## src/rtl/sq_pkg.sv

```systemverilog
package sq_pkg;

    typedef enum logic [1:0] {
        ST_IDLE = 2'd0,
        ST_GND  = 2'd1,
        ST_PWR  = 2'd2,
        ST_DONE = 2'd3
    } seq_state_e;

    typedef enum logic [1:0] {
        MD_BRIDGE2 = 2'b00,
        MD_MIXED   = 2'b01,
        MD_PARALL  = 2'b10,
        MD_SINGLE4 = 2'b11
    } amp_mode_e;

    typedef struct packed {
        logic ended;
        logic short_hit;
    } step_res_t;

    function automatic logic mode_runs_check(input logic [1:0] m);
        logic r;
        case (m)
            MD_BRIDGE2: r = 1'b1;
            MD_PARALL:  r = 1'b1;
            default:    r = 1'b0;
        endcase
        return r;
    endfunction

    function automatic int step_cycles(input int clk_khz, input int cap_nf,
                                       input int ms_per_uf);
        int c;
        c = (ms_per_uf * cap_nf * clk_khz) / 1000;
        if (c < 1) c = 1;
        return c;
    endfunction

endpackage

```

## src/rtl/sq_step_timer.sv

```systemverilog
module sq_step_timer #(
    parameter int STEP_CYC = 15
) (
    input  logic clk,
    input  logic rst,
    input  logic run,
    input  logic step_done,
    output logic step_end
);
    localparam int CW = (STEP_CYC > 1) ? $clog2(STEP_CYC) : 1;
    localparam logic [CW-1:0] LAST = CW'(STEP_CYC - 1);

    logic [CW-1:0] cnt_q;

    assign step_end = run && (step_done || (cnt_q == LAST));

    always_ff @(posedge clk) begin
        if (rst || !run || step_end)
            cnt_q <= '0;
        else
            cnt_q <= cnt_q + 1'b1;
    end

    // the step counter never runs past its last value
    a_r3_cnt_bound: assert property (@(posedge clk) disable iff (rst)
        cnt_q <= LAST);

endmodule

```

## src/rtl/sq_short_eval.sv

```systemverilog
module sq_short_eval
    import sq_pkg::*;
#(
    parameter int N_OUT = 4
) (
    input  seq_state_e       state,
    input  logic             step_end,
    input  logic [N_OUT-1:0] gnd_short,
    input  logic [N_OUT-1:0] pwr_short,
    output step_res_t        res
);
    logic [N_OUT-1:0] hit_vec;

    generate
        for (genvar i = 0; i < N_OUT; i++) begin : g_out
            always_comb begin
                case (state)
                    ST_GND:  hit_vec[i] = gnd_short[i];
                    ST_PWR:  hit_vec[i] = pwr_short[i];
                    default: hit_vec[i] = 1'b0;
                endcase
            end
        end
    endgenerate

    always_comb begin
        res.ended     = step_end;
        res.short_hit = |hit_vec;
    end

endmodule

```

## src/rtl/sq_ctrl.sv

```systemverilog
module sq_ctrl
    import sq_pkg::*;
(
    input  logic       clk,
    input  logic       rst,
    input  logic       supply_ok,
    input  logic [1:0] mode,
    input  logic       dev_rst_n,
    input  step_res_t  res,
    output seq_state_e state,
    output logic       test_drv_gnd,
    output logic       test_drv_pwr,
    output logic       hiz_all,
    output logic       fault_req,
    output logic       switch_grant
);
    seq_state_e state_q, state_d;

    always_comb begin
        state_d = state_q;
        case (state_q)
            ST_IDLE: if (supply_ok)
                         state_d = mode_runs_check(mode) ? ST_GND : ST_DONE;
            ST_GND:  if (res.ended && !res.short_hit) state_d = ST_PWR;
            ST_PWR:  if (res.ended && !res.short_hit) state_d = ST_DONE;
            default: state_d = ST_DONE;
        endcase
    end

    always_ff @(posedge clk) begin
        if (rst) state_q <= ST_IDLE;
        else     state_q <= state_d;
    end

    always_comb begin
        state        = state_q;
        test_drv_gnd = (state_q == ST_GND);
        test_drv_pwr = (state_q == ST_PWR);
        fault_req    = (state_q == ST_GND) || (state_q == ST_PWR);
        switch_grant = (state_q == ST_DONE) && dev_rst_n;
        hiz_all      = !switch_grant;
    end

    // the supply step is entered only from the ground step
    a_r2_pwr_after_gnd: assert property (@(posedge clk) disable iff (rst)
        $rose(test_drv_pwr) |-> $past(test_drv_gnd));

    // a step that ends with a short is repeated
    a_r4_short_retries: assert property (@(posedge clk) disable iff (rst)
        (fault_req && res.ended && res.short_hit) |=> $stable(state_q));

    // completion is final
    a_r8_done_final: assert property (@(posedge clk) disable iff (rst)
        (state_q == ST_DONE) |=> (state_q == ST_DONE));

    // single-ended modes go straight to completion
    a_r7_skip_se: assert property (@(posedge clk) disable iff (rst)
        (state_q == ST_IDLE && supply_ok && mode[0]) |=> !fault_req);

endmodule

```

## src/rtl/short_check_seq.sv

```systemverilog
module short_check_seq
    import sq_pkg::*;
#(
    parameter int N_OUT     = 4,
    parameter int CLK_KHZ   = 100,
    parameter int FILT_NF   = 10,
    parameter int MS_PER_UF = 15
) (
    input  logic             clk,
    input  logic             rst,
    input  logic             supply_ok,
    input  logic [1:0]       mode,
    input  logic             dev_rst_n,
    input  logic             step_done,
    input  logic [N_OUT-1:0] gnd_short,
    input  logic [N_OUT-1:0] pwr_short,
    output logic             test_drv_gnd,
    output logic             test_drv_pwr,
    output logic             hiz_all,
    output logic             fault_req,
    output logic             switch_grant
);
    localparam int STEP_CYC = step_cycles(CLK_KHZ, FILT_NF, MS_PER_UF);

    seq_state_e state;
    step_res_t  res;
    logic       step_end;

    sq_step_timer #(.STEP_CYC(STEP_CYC)) i_timer (
        .clk       (clk),
        .rst       (rst),
        .run       (fault_req),
        .step_done (step_done),
        .step_end  (step_end)
    );

    sq_short_eval #(.N_OUT(N_OUT)) i_eval (
        .state     (state),
        .step_end  (step_end),
        .gnd_short (gnd_short),
        .pwr_short (pwr_short),
        .res       (res)
    );

    sq_ctrl i_ctrl (
        .clk          (clk),
        .rst          (rst),
        .supply_ok    (supply_ok),
        .mode         (mode),
        .dev_rst_n    (dev_rst_n),
        .res          (res),
        .state        (state),
        .test_drv_gnd (test_drv_gnd),
        .test_drv_pwr (test_drv_pwr),
        .hiz_all      (hiz_all),
        .fault_req    (fault_req),
        .switch_grant (switch_grant)
    );

    // test drives never overlap
    a_r9_one_drive: assert property (@(posedge clk) disable iff (rst)
        !(test_drv_gnd && test_drv_pwr));

endmodule

```

## config.mk

```make
export PLATFORM = sky130hd
export DESIGN_NAME = short_check_seq
export DESIGN_NICKNAME = d
export VERILOG_FILES = /design/src/rtl/sq_pkg.sv /design/src/rtl/sq_step_timer.sv /design/src/rtl/sq_short_eval.sv /design/src/rtl/sq_ctrl.sv /design/src/rtl/short_check_seq.sv
export SDC_FILE = /design/constraint.sdc
export NUM_CORES = 1
export LEC_CHECK = 0
export ABC_CLOCK_PERIOD_IN_PS = 3500
export BUFFER_PORTS_ARGS = -buffer_cell sky130_fd_sc_hd__buf_4
export CORE_AREA = 2 2 39 41
export CTS_CLUSTER_DIAMETER = 120
export DETAILED_ROUTE_END_ITERATION = 8
export DIE_AREA = 0 0 41 43
export HOLD_SLACK_MARGIN = 0.02
export PLACE_DENSITY = 0.53
export SLEW_MARGIN = 40
export SYNTH_ARGS = -nofsm -noshare
export SYNTH_HDL_FRONTEND = slang
export SYNTH_SLANG_ARGS = --single-unit
export TNS_END_PERCENT = 1
```

## constraint.sdc

```tcl
create_clock -name clk -period 3.5 [get_ports clk]
set_clock_uncertainty 0.2 [all_clocks]
set_input_delay 0.7 -clock clk [delete_from_list [all_inputs] [get_ports clk]]
set_output_delay 0.7 -clock clk [all_outputs]
set_load 0.03 [all_outputs]
```

After elaboration in Yosys (flattened, before gate mapping) --
Cells that the tools add are included.
Storage, ports and cells: RAM bits 0, register bits after elaboration 6, memory bits (read-only) 0, logic and storage cells 38, latch bits 0, memories 0, input port bits 15
Cells by class: multiplexer cells 12, eq/ne operators 8, bitwise operators 0, shift-type cells 0, multiply operators 0, add/subtract/negate cells 1, divide/modulo/power cells 0, reduce and logical (&&, ||, !) cells 15, magnitude comparators 0
Operators with widths (number):
- $mux 2 | 4
- $pmux 1 s2 | 4
- $eq 2x2->1 const B | 3
- $pmux 2 s3 | 1
- $add 4x1->4 const B | 1
- $eq 4x4->1 const B | 1
- $logic_not 2->1 | 2
- $logic_or 1x1->1 | 4
- $ne 2x1->1 const B | 2
- $reduce_or 4->1 | 1
- $logic_and 1x1->1 | 3
- $logic_not 1->1 | 3
- $mux 1 | 3
- $reduce_and 3->1 | 1
- $eq 2x1->1 const B | 1
- $ne 2x2->1 const B | 1
- $reduce_or 2->1 | 1

Longest topological paths before layout --
Gate-level depths: netlist of the first run.
word-level depth 8, gate-level depth with buffers 6, gate-level depth less buffers 6

Hierarchy --
Synthesis of the first run repeated with hierarchy kept, for this count alone.
Second synthesis, totals: cell total of the unflattened synthesis 46, area total of the unflattened synthesis 426.7 µm²
Modules (own cells, without submodules):
- sq_ctrl | area each 185.2 µm², cells an instance 21, seq. area each 40.0 µm², times used 1
- sq_step_timer | area each 178.9 µm², cells an instance 17, seq. area each 80.1 µm², times used 1
- sq_short_eval | area each 62.6 µm², cells an instance 8, seq. area each 0.0 µm², times used 1

Worst setup path after synthesis of the first run --
OpenSTA, ideal clock, no wires.
path type input to register, from input pwr_short[0], to register i_ctrl.state_q[1], in the netlist i_ctrl.state[1], path buffers 0, cell stages on the path 4, required time 3.221 ns, arrival time 1.917 ns, setup slack 1.304 ns, setup time 0.079 ns, path through or4_4 > a2111oi_4 > o21ai_1 > a211oi_2
On the way: longest elaborated chain between the ends 6
Ends and longest elaborated chain:
- start: declaration | RTL line short_check_seq.sv:16 | input logic [N_OUT-1:0] pwr_short,
- $pmux 1 s2 * | RTL line sq_short_eval.sv:17 | case (state)
- $reduce_or 4->1 * | RTL line sq_short_eval.sv:28 | res.short_hit = |hit_vec;
- $logic_not 1->1 * | RTL line sq_ctrl.sv:24, sq_ctrl.sv:25
- $logic_and 1x1->1 * | RTL line sq_ctrl.sv:24, sq_ctrl.sv:25
- $ne 2x1->1 (no line)
- $reduce_and 3->1 (no line) *
- end signal: assignment | RTL line sq_ctrl.sv:32 | else state_q <= state_d;
- end: declaration | RTL line sq_ctrl.sv:17 | seq_state_e state_q, state_d;
Every way passes the cells marked *; elsewhere a longest branch is shown, timed or not. A chain may end at the register's enable or synchronous reset.

Worst setup path in the final report of the first run --
Same ends and word-level chain as after synthesis.

==> metrics.txt, run 1 <==
Largest delay share family, worst path=compound AO/OA/AOI/OAI gates; Setup Viol. Count Final=0; Synthesized Nets=59; Cell variety after synth=21; HP Class=reg -> reg; status=complete, no violations; layout cell share with drive strength beyond 1=0.441; hold buffer count at CTS=0; DR top layer=met3; Setup WS post-layout=1380 ps; number of global-route vias before repair=348; Hold Path Sink=i_timer.cnt_q[0]$_SDFF_PP0_; Buffers on Ports=18; PostCTS Resize Cnt=0; first-pass GRT wire length=1250 microns; CTS clock-pin slew for the worst setup and hold paths=50 ps; starting DRC count in detailed routing=3; Total Power=0.294 mW; Post-Synthesis Cells=38; effective utilization at floorplan=0.278; Placement Setup Slack=1120 ps; fin crit share=0.606; Core Area=1380 sq um; WL final=740 microns; Max Freq=0.471 GHz; syn_area_per_cell=10.1 sq um; kind of critical path=in -> reg; Placed Area=541 sq um; FF+latch count, synth=6; largest net degree at the start of global routing=5; Min-Delay Path Depth=1; Detail Placement HPWL=630 microns; die area=1760 sq um; synthesized area=385 sq um; CTS HTree Levels=1; DRC Markers=0; Req. time, crit path=3460 ps; die width=41 microns; YS warnings=0; r2r endpoint=i_ctrl.state[0]$_SDFFE_PP0P_; power per cell area=521 nW/um^2; routed vias/inst=4.52; final hold viol count=0; layout filler cell count=142; WP buf/inv=1; Slew HR=0.679; multi-input logic area=246 sq um; Nets=82; Worst R2R Path Depth=6; Overflow after GRT=0; clock root cell=clkbuf_4; crit end category=flip-flop; Reg area=120 sq um; Final Non-Filler Cells=75; WP data arrival=2080 ps; Slew Viols, Final=0; postcts setup bufs=0; final hold slack=264 ps; worst-margin pin slew=480 ps; internal power=0.177 mW; unrepaired setup endpoints after global routing=false; CP max stage delay=550 ps; CTS Buf Count=3; FP Rows=14; Sw Pwr=0.117 mW; initial antenna violation count=0; gpl congestion=0.643; Flop pwr share=0.295; met2 wire len=381 microns; met3 WL=44 microns; Sw Ratio=0.399; Via Count=339; CTS Sinks=6; slowest stage cell, crit path=or4_4; HP Start=i_timer.cnt_q[0]$_SDFF_PP0_; I/O pin cnt=20; M1 WL=315 microns; reg-to-reg slack, setup=1540 ps; Core Util, Final=0.407; # Max-Cap Violations=0; clock share of power=0.209; cell chain of the critical path=buf_4, or4_4, a2111oi_4, o21ai_1, a211oi_2; Area Growth Syn to Fin=46.1%; GRT Util Overall=0.106; Leakage Power=0.262 nW; setup TNS=0 ps; drt pass-1 iters=4; ANT nets after route=0; VDD IR max=0.356 mV; Startpoint Class=input port; DP Cell Count=72; ANT cells=0; combinational share of power=0.496; Max clock buf depth=2; Routed WL per cell=9.87 microns; Crit Path Max Fanout=2; fin crit period=2120 ps; worst r2r src=i_ctrl.state[0]$_SDFFE_PP0P_; Die H=43 microns; Worst-Skew Late Latency=240 ps; sequential cell area fraction in the yosys report=0.312; CTS tree=yes; Design Area, Final=563 sq um
[power by group through the flow]
stage                     sequential, mW  combinational, mW  clock (mW)
after floorplan                   0.0856              0.104           0
after global placement            0.0879              0.147           0
after detailed placement          0.0882              0.147           0
after CTS                         0.0871              0.147      0.0649
after global routing              0.0879              0.158      0.0697
final                             0.0867              0.146      0.0612
[worst max path at each step]
stage	to	depth (start not counted)	start	slack, ps
final	i_ctrl.state[1]$_SDFFE_PP0P_	5	pwr_short[0]	1380
after global routing	fault_req	3	i_ctrl.state[0]$_SDFFE_PP0P_	1330
after CTS	i_ctrl.state[1]$_SDFFE_PP0P_	5	pwr_short[0]	1370
after detailed placement	i_ctrl.state[1]$_SDFFE_PP0P_	5	pwr_short[0]	1120
after global placement	i_ctrl.state[1]$_SDFFE_PP0P_	5	pwr_short[0]	1120
after floorplan	i_ctrl.state[1]$_SDFFE_PP0P_	4	pwr_short[0]	1300
[synth_stat cells (all sizes together)]
cell type  number  area, sq um
a311oi          1         8.76
nand2           1         3.75
ha              6         75.1
dfxtp           6          120
xnor2           1         8.76
nand3           1         5.00
a21oi           1         5.00
a2111oi         1         27.5
or2             1         6.26
xor2            1         8.76
a211oi          1         12.5
nand3b          1         7.51
nand2b          1         6.26
or4             2         18.8
o41ai           1         16.3
o21ai           1         5.00
and4b           1         10.0
a31oi           1         6.26
inv             5         18.8
nor2            4         15.0
[sequential cells by signal, indices dropped and copies added, names as in the netlist]
| signal | count |
|---|---|
| i_timer.cnt_q | 4 |
| i_ctrl.state | 2 |
[cells in the final DEF (no fill, tap or decap), drive strengths merged, types with 2 or more instances in the layout]
| cell type | Yosys | routed |
|---|---|---|
| ha | 6 | 6 |
| or4 | 2 | 2 |
| clkbuf | 0 | 3 |
| nor2 | 4 | 4 |
| inv | 5 | 5 |
| buf | 0 | 18 |
| dfxtp | 6 | 6 |
[layout make-up]
cell class / instances / area share
Clock buffer: 3 / 0.0400
Inverter: 5 / 0.0333
Multi-Input combinational cell: 27 / 0.438
Sequential cell: 6 / 0.213
Tap cell: 16 / 0.0356
Timing Repair Buffer: 18 / 0.240
[metal layers]
metal,track usage,up-vias
li1,-,180
met1,0.107,151
met2,0.169,8
met3,0.0628,0
met4,0.0400,0
met5,0,-
[cell families after synthesis]
logic type               after synthesis  synth area share
AO/OA/AOI/OAI                          7             0.211
XOR/XNOR                               2            0.0455
adder cells (fa/ha/maj)                6             0.195
buffers and inverters                  5            0.0487
flip-flops                             6             0.312
AND/OR/NAND/NOR                       12             0.188
(Power assumes the default switching activity.)
==> run 2: changes to the inputs <==
--- a/config.mk
+++ b/config.mk
@@ -5,7 +5,7 @@
 export SDC_FILE = /design/constraint.sdc
 export NUM_CORES = 1
 export LEC_CHECK = 0
-export ABC_CLOCK_PERIOD_IN_PS = 3500
+export ABC_CLOCK_PERIOD_IN_PS = 2200
 export BUFFER_PORTS_ARGS = -buffer_cell sky130_fd_sc_hd__buf_4
 export CORE_AREA = 2 2 39 41
 export CTS_CLUSTER_DIAMETER = 120
==> constraint.sdc (replaced) <==
create_clock -name clk -period 2.2 [get_ports clk]
set_clock_uncertainty 0.2 [all_clocks]
set_input_delay 0.44 -clock clk [delete_from_list [all_inputs] [get_ports clk]]
set_output_delay 0.44 -clock clk [all_outputs]
set_load 0.03 [all_outputs]
==> run 2 against run 1 <==
Against the previous run:
- critical endpoint is now i_ctrl.state[0]$_SDFFE_PP0P_
- largest power group unchanged
- total power increased by 59%
- worst setup slack worse by 1100 ps
- first-iteration DRC count stayed put
- critical path type is now reg -> reg
==> metrics.txt, run 2 (synthesis gave the netlist of run 1 again) <==
unrepaired setup endpoints after global routing=false; VDD IR max=0.365 mV (+2.6%); gpl congestion=0.595 (-7.5%); Via Count=353 (+4.1%); Core Area=1380 sq um (unchanged); Largest delay share family, worst path=compound AO/OA/AOI/OAI gates; Leakage Power=0.262 nW (unchanged); Req. time, crit path=2140 ps (-1320 ps); Placed Area=541 sq um (unchanged); met2 wire len=397 microns (+4.2%); GRT Util Overall=0.0977 (-0.00806); Detail Placement HPWL=647 microns (+2.7%); Nets=82 (unchanged); Max Freq=0.513 GHz; worst-margin pin slew=478 ps (-1.80 ps); Overflow after GRT=0 (unchanged); ANT cells=0 (unchanged); WP buf/inv=2 (+1); WL final=740 microns (unchanged); first-pass GRT wire length=1170 microns (-6.6%); Setup Viol. Count Final=0 (unchanged); largest net degree at the start of global routing=5 (unchanged); CTS tree=yes; CP dominant cell by count=inv_1; I/O pin cnt=20 (unchanged); largest reg by FF count=i_timer.cnt_q; Setup WS post-layout=250 ps (-1130 ps); most frequent cells in the layout=buf_4 (18), ha_1 (6), dfxtp_1 (6), inv_1 (5), nor2_1 (4); Reg area=120 sq um (unchanged); number of global-route vias before repair=329 (-5.5%); power per cell area=830 nW/um^2 (+59%); Max clock buf depth=2 (unchanged); drt pass-1 iters=4 (unchanged); crit end category=flip-flop; layout cell share with drive strength beyond 1=0.441 (unchanged); FP Rows=14 (unchanged); effective utilization at floorplan=0.278 (unchanged); CP max stage delay=410 ps (-140 ps); Design Area, Final=563 sq um (unchanged); cell chain of the critical path=inv_1, ha_1, inv_1, o41ai_2, a21oi_1, a311oi_1; final hold slack=183 ps (-80.9 ps); die width=41 microns (unchanged); Total Power=0.467 mW (+59%); Slew HR=0.680 (+0.00120); Startpoint Class=flip-flop; starting DRC count in detailed routing=3 (unchanged); multi-input logic area=246 sq um (unchanged); CTS Buf Count=3 (unchanged); Routed WL per cell=9.87 microns (unchanged); hold buffer count at CTS=0 (unchanged); WP data arrival=1890 ps (-190 ps); initial antenna violation count=0 (unchanged); slowest stage cell, crit path=o41ai_2; clock root cell=clkbuf_4; Placement Setup Slack=67.8 ps (-1050 ps); CTS HTree Levels=1 (unchanged); met3 WL=55 microns (+25%); final hold viol count=0 (unchanged); Crit Path Max Fanout=4 (+2); commonest non-fill, non-tap cell in the layout=buf_4; HP Class=in -> reg; postcts setup bufs=0 (unchanged); ANT nets after route=0 (unchanged); number of flip-flops in the largest register=4 (unchanged); Area Growth Syn to Fin=46.1% (unchanged); routed vias/inst=4.71 (+4.1%); M1 WL=287 microns (-8.9%); PostCTS Resize Cnt=0 (unchanged); fin crit share=0.887; layout filler cell count=150 (+5.6%); Worst-Skew Late Latency=240 ps (about the same); die area=1760 sq um (unchanged); CTS Sinks=6 (unchanged); CTS clock-pin slew for the worst setup and hold paths=40 ps (about the same); DR top layer=met3; Die H=43 microns (unchanged); Buffers on Ports=18 (unchanged); kind of critical path=reg -> reg; DRC Markers=0 (unchanged); fin crit period=1950 ps; Slew Viols, Final=0 (unchanged); status=complete, no violations; setup TNS=0 ps (unchanged); # Max-Cap Violations=0 (unchanged)
-- run 2: cell counts in the layout (fill, tap and decap cells not counted) --
Identical to the previous run, type by type.
-- run 2: worst register-to-register path, cell delays in order, from the launching register on --
cell and delay (ps):
dfxtp_1 380, inv_1 80, ha_1 320, inv_1 90, o41ai_2 410, a21oi_1 120, a311oi_1 250
-- run 2: path summary, 6_finish.rpt --
| kind | end | cells after the start | start | slack [ps] |
|---|---|---|---|---|
| worst max-delay path | i_ctrl.state[0]$_SDFFE_PP0P_ | 6 | i_ctrl.state[0]$_SDFFE_PP0P_ | 250 |
| worst max register to register | i_ctrl.state[0]$_SDFFE_PP0P_ | 6 | i_ctrl.state[0]$_SDFFE_PP0P_ | 250 |
| worst min register to register | i_timer.cnt_q[0]$_SDFF_PP0_ | 1 | i_timer.cnt_q[0]$_SDFF_PP0_ | 260 |
| worst min-delay path | i_ctrl.state[1]$_SDFFE_PP0P_ | 2 | rst | 180 |
-- run 2: per-stage QoR --
stage / utilization / std cells
floorplan: - / 38
global placement: 0.391 / 72
detailed placement: 0.391 / 72
CTS: 0.407 / 75
global route: 0.407 / 75
finish: 0.407 / 75
-- run 2: metal layers --
layer	GRT usage	up-vias
met1	0.0942	162
met5	0	-
met4	0.0400	0
li1	-	179
met2	0.166	12
met3	0.0471	0
-- run 2: cell type report --
cell class,instances,area share
multi-input cells,27,0.438
flip-flops and latches,6,0.213
well taps,16,0.0356
repair buffers,18,0.240
clock buffers,3,0.0400
inverters,5,0.0333
-- run 2: power by group --
group | internal (mW) | leakage, nW | switching, mW
Sequential | 0.124 | 0.0491 | 0.0146
Clock | 0.0614 | 0.0138 | 0.0352
Combinational | 0.0960 | 0.199 | 0.136
==> run 3: changes to the inputs <==
--- a/config.mk
+++ b/config.mk
@@ -5,7 +5,7 @@
 export SDC_FILE = /design/constraint.sdc
 export NUM_CORES = 1
 export LEC_CHECK = 0
-export ABC_CLOCK_PERIOD_IN_PS = 2200
+export ABC_CLOCK_PERIOD_IN_PS = 2460
 export BUFFER_PORTS_ARGS = -buffer_cell sky130_fd_sc_hd__buf_4
 export CORE_AREA = 2 2 39 41
 export CTS_CLUSTER_DIAMETER = 120
@@ -13,6 +13,7 @@
 export DIE_AREA = 0 0 41 43
 export HOLD_SLACK_MARGIN = 0.02
 export PLACE_DENSITY = 0.53
+export REMOVE_ABC_BUFFERS = 1
 export SLEW_MARGIN = 40
 export SYNTH_ARGS = -nofsm -noshare
 export SYNTH_HDL_FRONTEND = slang
==> constraint.sdc (replaced) <==
create_clock -name clk -period 2.46 [get_ports clk]
set_clock_uncertainty 0.2 [all_clocks]
set_input_delay 0.492 -clock clk [delete_from_list [all_inputs] [get_ports clk]]
set_output_delay 0.492 -clock clk [all_outputs]
set_load 0.03 [all_outputs]
==> run 3 against run 2 <==
Against the previous run:
- die area unchanged
- combinational power down 9.9%
- worst setup slack better by 260 ps
- non-clock buffer count unchanged
- total power down 9.4%
- largest cell class unchanged
==> metrics.txt, run 3 (synthesis gave the netlist of run 1 again) <==
status=complete, no violations; Slew Viols, Final=0 (unchanged); internal power=0.252 mW (-10%); I/O pin cnt=20 (unchanged); Overflow after GRT=0 (unchanged); Critical Path End=i_ctrl.state[0]$_SDFFE_PP0P_; Sw Ratio=0.406 (+0.00742); Via Count=349 (-1.1%); Req. time, crit path=2410 ps (+270 ps); Buffers on Ports=18 (unchanged); worst-margin pin slew=468 ps (-9.32 ps); Flop pwr share=0.289 (-0.007); VDD IR max=0.276 mV (-24%); Area Growth Syn to Fin=46.1% (unchanged); # Max-Cap Violations=0 (unchanged); CTS Buf Count=3 (unchanged); WP data arrival=1910 ps (+20 ps); fin crit period=1950 ps (+3.09 ps); Core Util, Final=0.407 (unchanged); ANT nets after route=0 (unchanged); CTS Sinks=6 (unchanged); Routed WL per cell=10.3 microns (+4.6%); routed vias/inst=4.65 (-1.1%); PostCTS Resize Cnt=0 (unchanged); Crit Path Max Fanout=4 (unchanged); fin crit share=0.794 (-0.0924); Die H=43 microns (unchanged); combinational share of power=0.493 (-0.004); commonest non-fill, non-tap cell in the layout=buf_4; Max Freq=0.512 GHz (-0.16%); final hold slack=224 ps (+41.3 ps); WL final=774 microns (+4.6%); postcts setup bufs=0 (unchanged); slowest stage cell, crit path=o41ai_2; Leakage Power=0.262 nW (unchanged); drt pass-1 iters=4 (unchanged); Nets=82 (unchanged); crit end category=flip-flop; reg-to-reg slack, setup=510 ps (+260 ps); multi-input logic area=246 sq um (unchanged); r2r endpoint=i_ctrl.state[0]$_SDFFE_PP0P_; CTS clock-pin slew for the worst setup and hold paths=50 ps (about the same); power per cell area=752 nW/um^2 (-9.4%); clock root cell=clkbuf_4; HP Class=in -> reg; GRT Util Overall=0.109 (+0.0110); FP Rows=14 (unchanged); Max clock buf depth=2 (unchanged); largest reg by FF count=i_timer.cnt_q; Sw Pwr=0.172 mW (-7.7%); DRC Markers=0 (unchanged); gpl congestion=0.624 (+4.9%); WP buf/inv=2 (unchanged); setup TNS=0 ps (unchanged); instance count on the critical path=6 (unchanged); CTS HTree Levels=1 (unchanged); final hold viol count=0 (unchanged); Placement Setup Slack=286 ps (+218 ps); Worst-Skew Late Latency=240 ps (about the same); Slew HR=0.686 (+0.00624); unrepaired setup endpoints after global routing=false; CTS tree=yes; number of flip-flops in the largest register=4 (unchanged); largest net degree at the start of global routing=5 (unchanged); most frequent cells in the layout=buf_4 (18), ha_1 (6), dfxtp_1 (6), inv_1 (5), nor2_1 (4); Detail Placement HPWL=665 microns (+2.7%); Critical Path Start=i_ctrl.state[0]$_SDFFE_PP0P_; Setup Viol. Count Final=0 (unchanged); effective utilization at floorplan=0.278 (unchanged); Setup WS post-layout=506 ps (+257 ps); CP dominant cell by count=inv_1; kind of critical path=reg -> reg; layout filler cell count=147 (-2.0%); die area=1760 sq um (unchanged); initial antenna violation count=0 (unchanged); Core Area=1380 sq um (unchanged); clock share of power=0.218 (+0.011); Largest delay share family, worst path=compound AO/OA/AOI/OAI gates; ANT cells=0 (unchanged); CP max stage delay=420 ps (about the same); number of global-route vias before repair=351 (+6.7%); hold buffer count at CTS=0 (unchanged); layout cell share with drive strength beyond 1=0.441 (unchanged); die width=41 microns (unchanged); first-pass GRT wire length=1280 microns (+9.4%); Startpoint Class=flip-flop; worst r2r src=i_ctrl.state[0]$_SDFFE_PP0P_; starting DRC count in detailed routing=1 (-2); Worst R2R Path Depth=6 (unchanged); cell chain of the critical path=inv_1, ha_1, inv_1, o41ai_2, a21oi_1, a311oi_1; Reg area=120 sq um (unchanged)
## run 3: cell counts in the layout (fill, tap and decap cells not counted)
Identical to the previous run, type by type.
## run 3: cell type report
class,count,share of cell area
multi-input combinational,27,0.438
timing repair buffer,18,0.240
inverter,5,0.0333
tap,16,0.0356
clock buffer,3,0.0400
sequential,6,0.213
## run 3: power groups by stage
stage	Clock [mW]	Combinational, mW	Sequential, mW
global placement	0	0.209	0.125
detailed placement	0	0.212	0.125
global route	0.0999	0.227	0.124
floorplan	0	0.148	0.122
CTS	0.0971	0.212	0.123
finish	0.0925	0.209	0.122
## run 3: metal layers
metal / track usage / wire [microns]
met2: 0.178 / 404
met1: 0.107 / 311
met3: 0.0157 / 45
met4: 0.100 / 13
met5: 0 / 0
## run 3: how the worst min path moves through the flow
| stage | start | endpoint | cells past startpoint |
|---|---|---|---|
| 2_1_floorplan | i_timer.cnt_q[0]$_SDFF_PP0_ | i_timer.cnt_q[0]$_SDFF_PP0_ | 1 |
| 3_3_place_gp | i_timer.cnt_q[0]$_SDFF_PP0_ | i_timer.cnt_q[0]$_SDFF_PP0_ | 1 |
| 3_5_place_dp | i_timer.cnt_q[0]$_SDFF_PP0_ | i_timer.cnt_q[0]$_SDFF_PP0_ | 1 |
| 4_1_cts | rst | i_ctrl.state[1]$_SDFFE_PP0P_ | 2 |
| 5_1_grt | rst | i_ctrl.state[1]$_SDFFE_PP0P_ | 2 |
| 6_report | rst | i_ctrl.state[1]$_SDFFE_PP0P_ | 2 |
## run 3: worst register-to-register path, stage by stage, from the launching register on
cell	delay, ps
dfxtp_1	370
inv_1	80
ha_1	330
inv_1	100
o41ai_2	420
a21oi_1	120
a311oi_1	240
## run 3: stage by stage
step | area, sq um | cells | total power, mW
4_1_cts | 563 | 75 | 0.432
6_report | 563 | 75 | 0.424
5_1_grt | 563 | 75 | 0.451
3_3_place_gp | 541 | 72 | 0.334
2_1_floorplan | 385 | 38 | 0.270
3_5_place_dp | 541 | 72 | 0.336
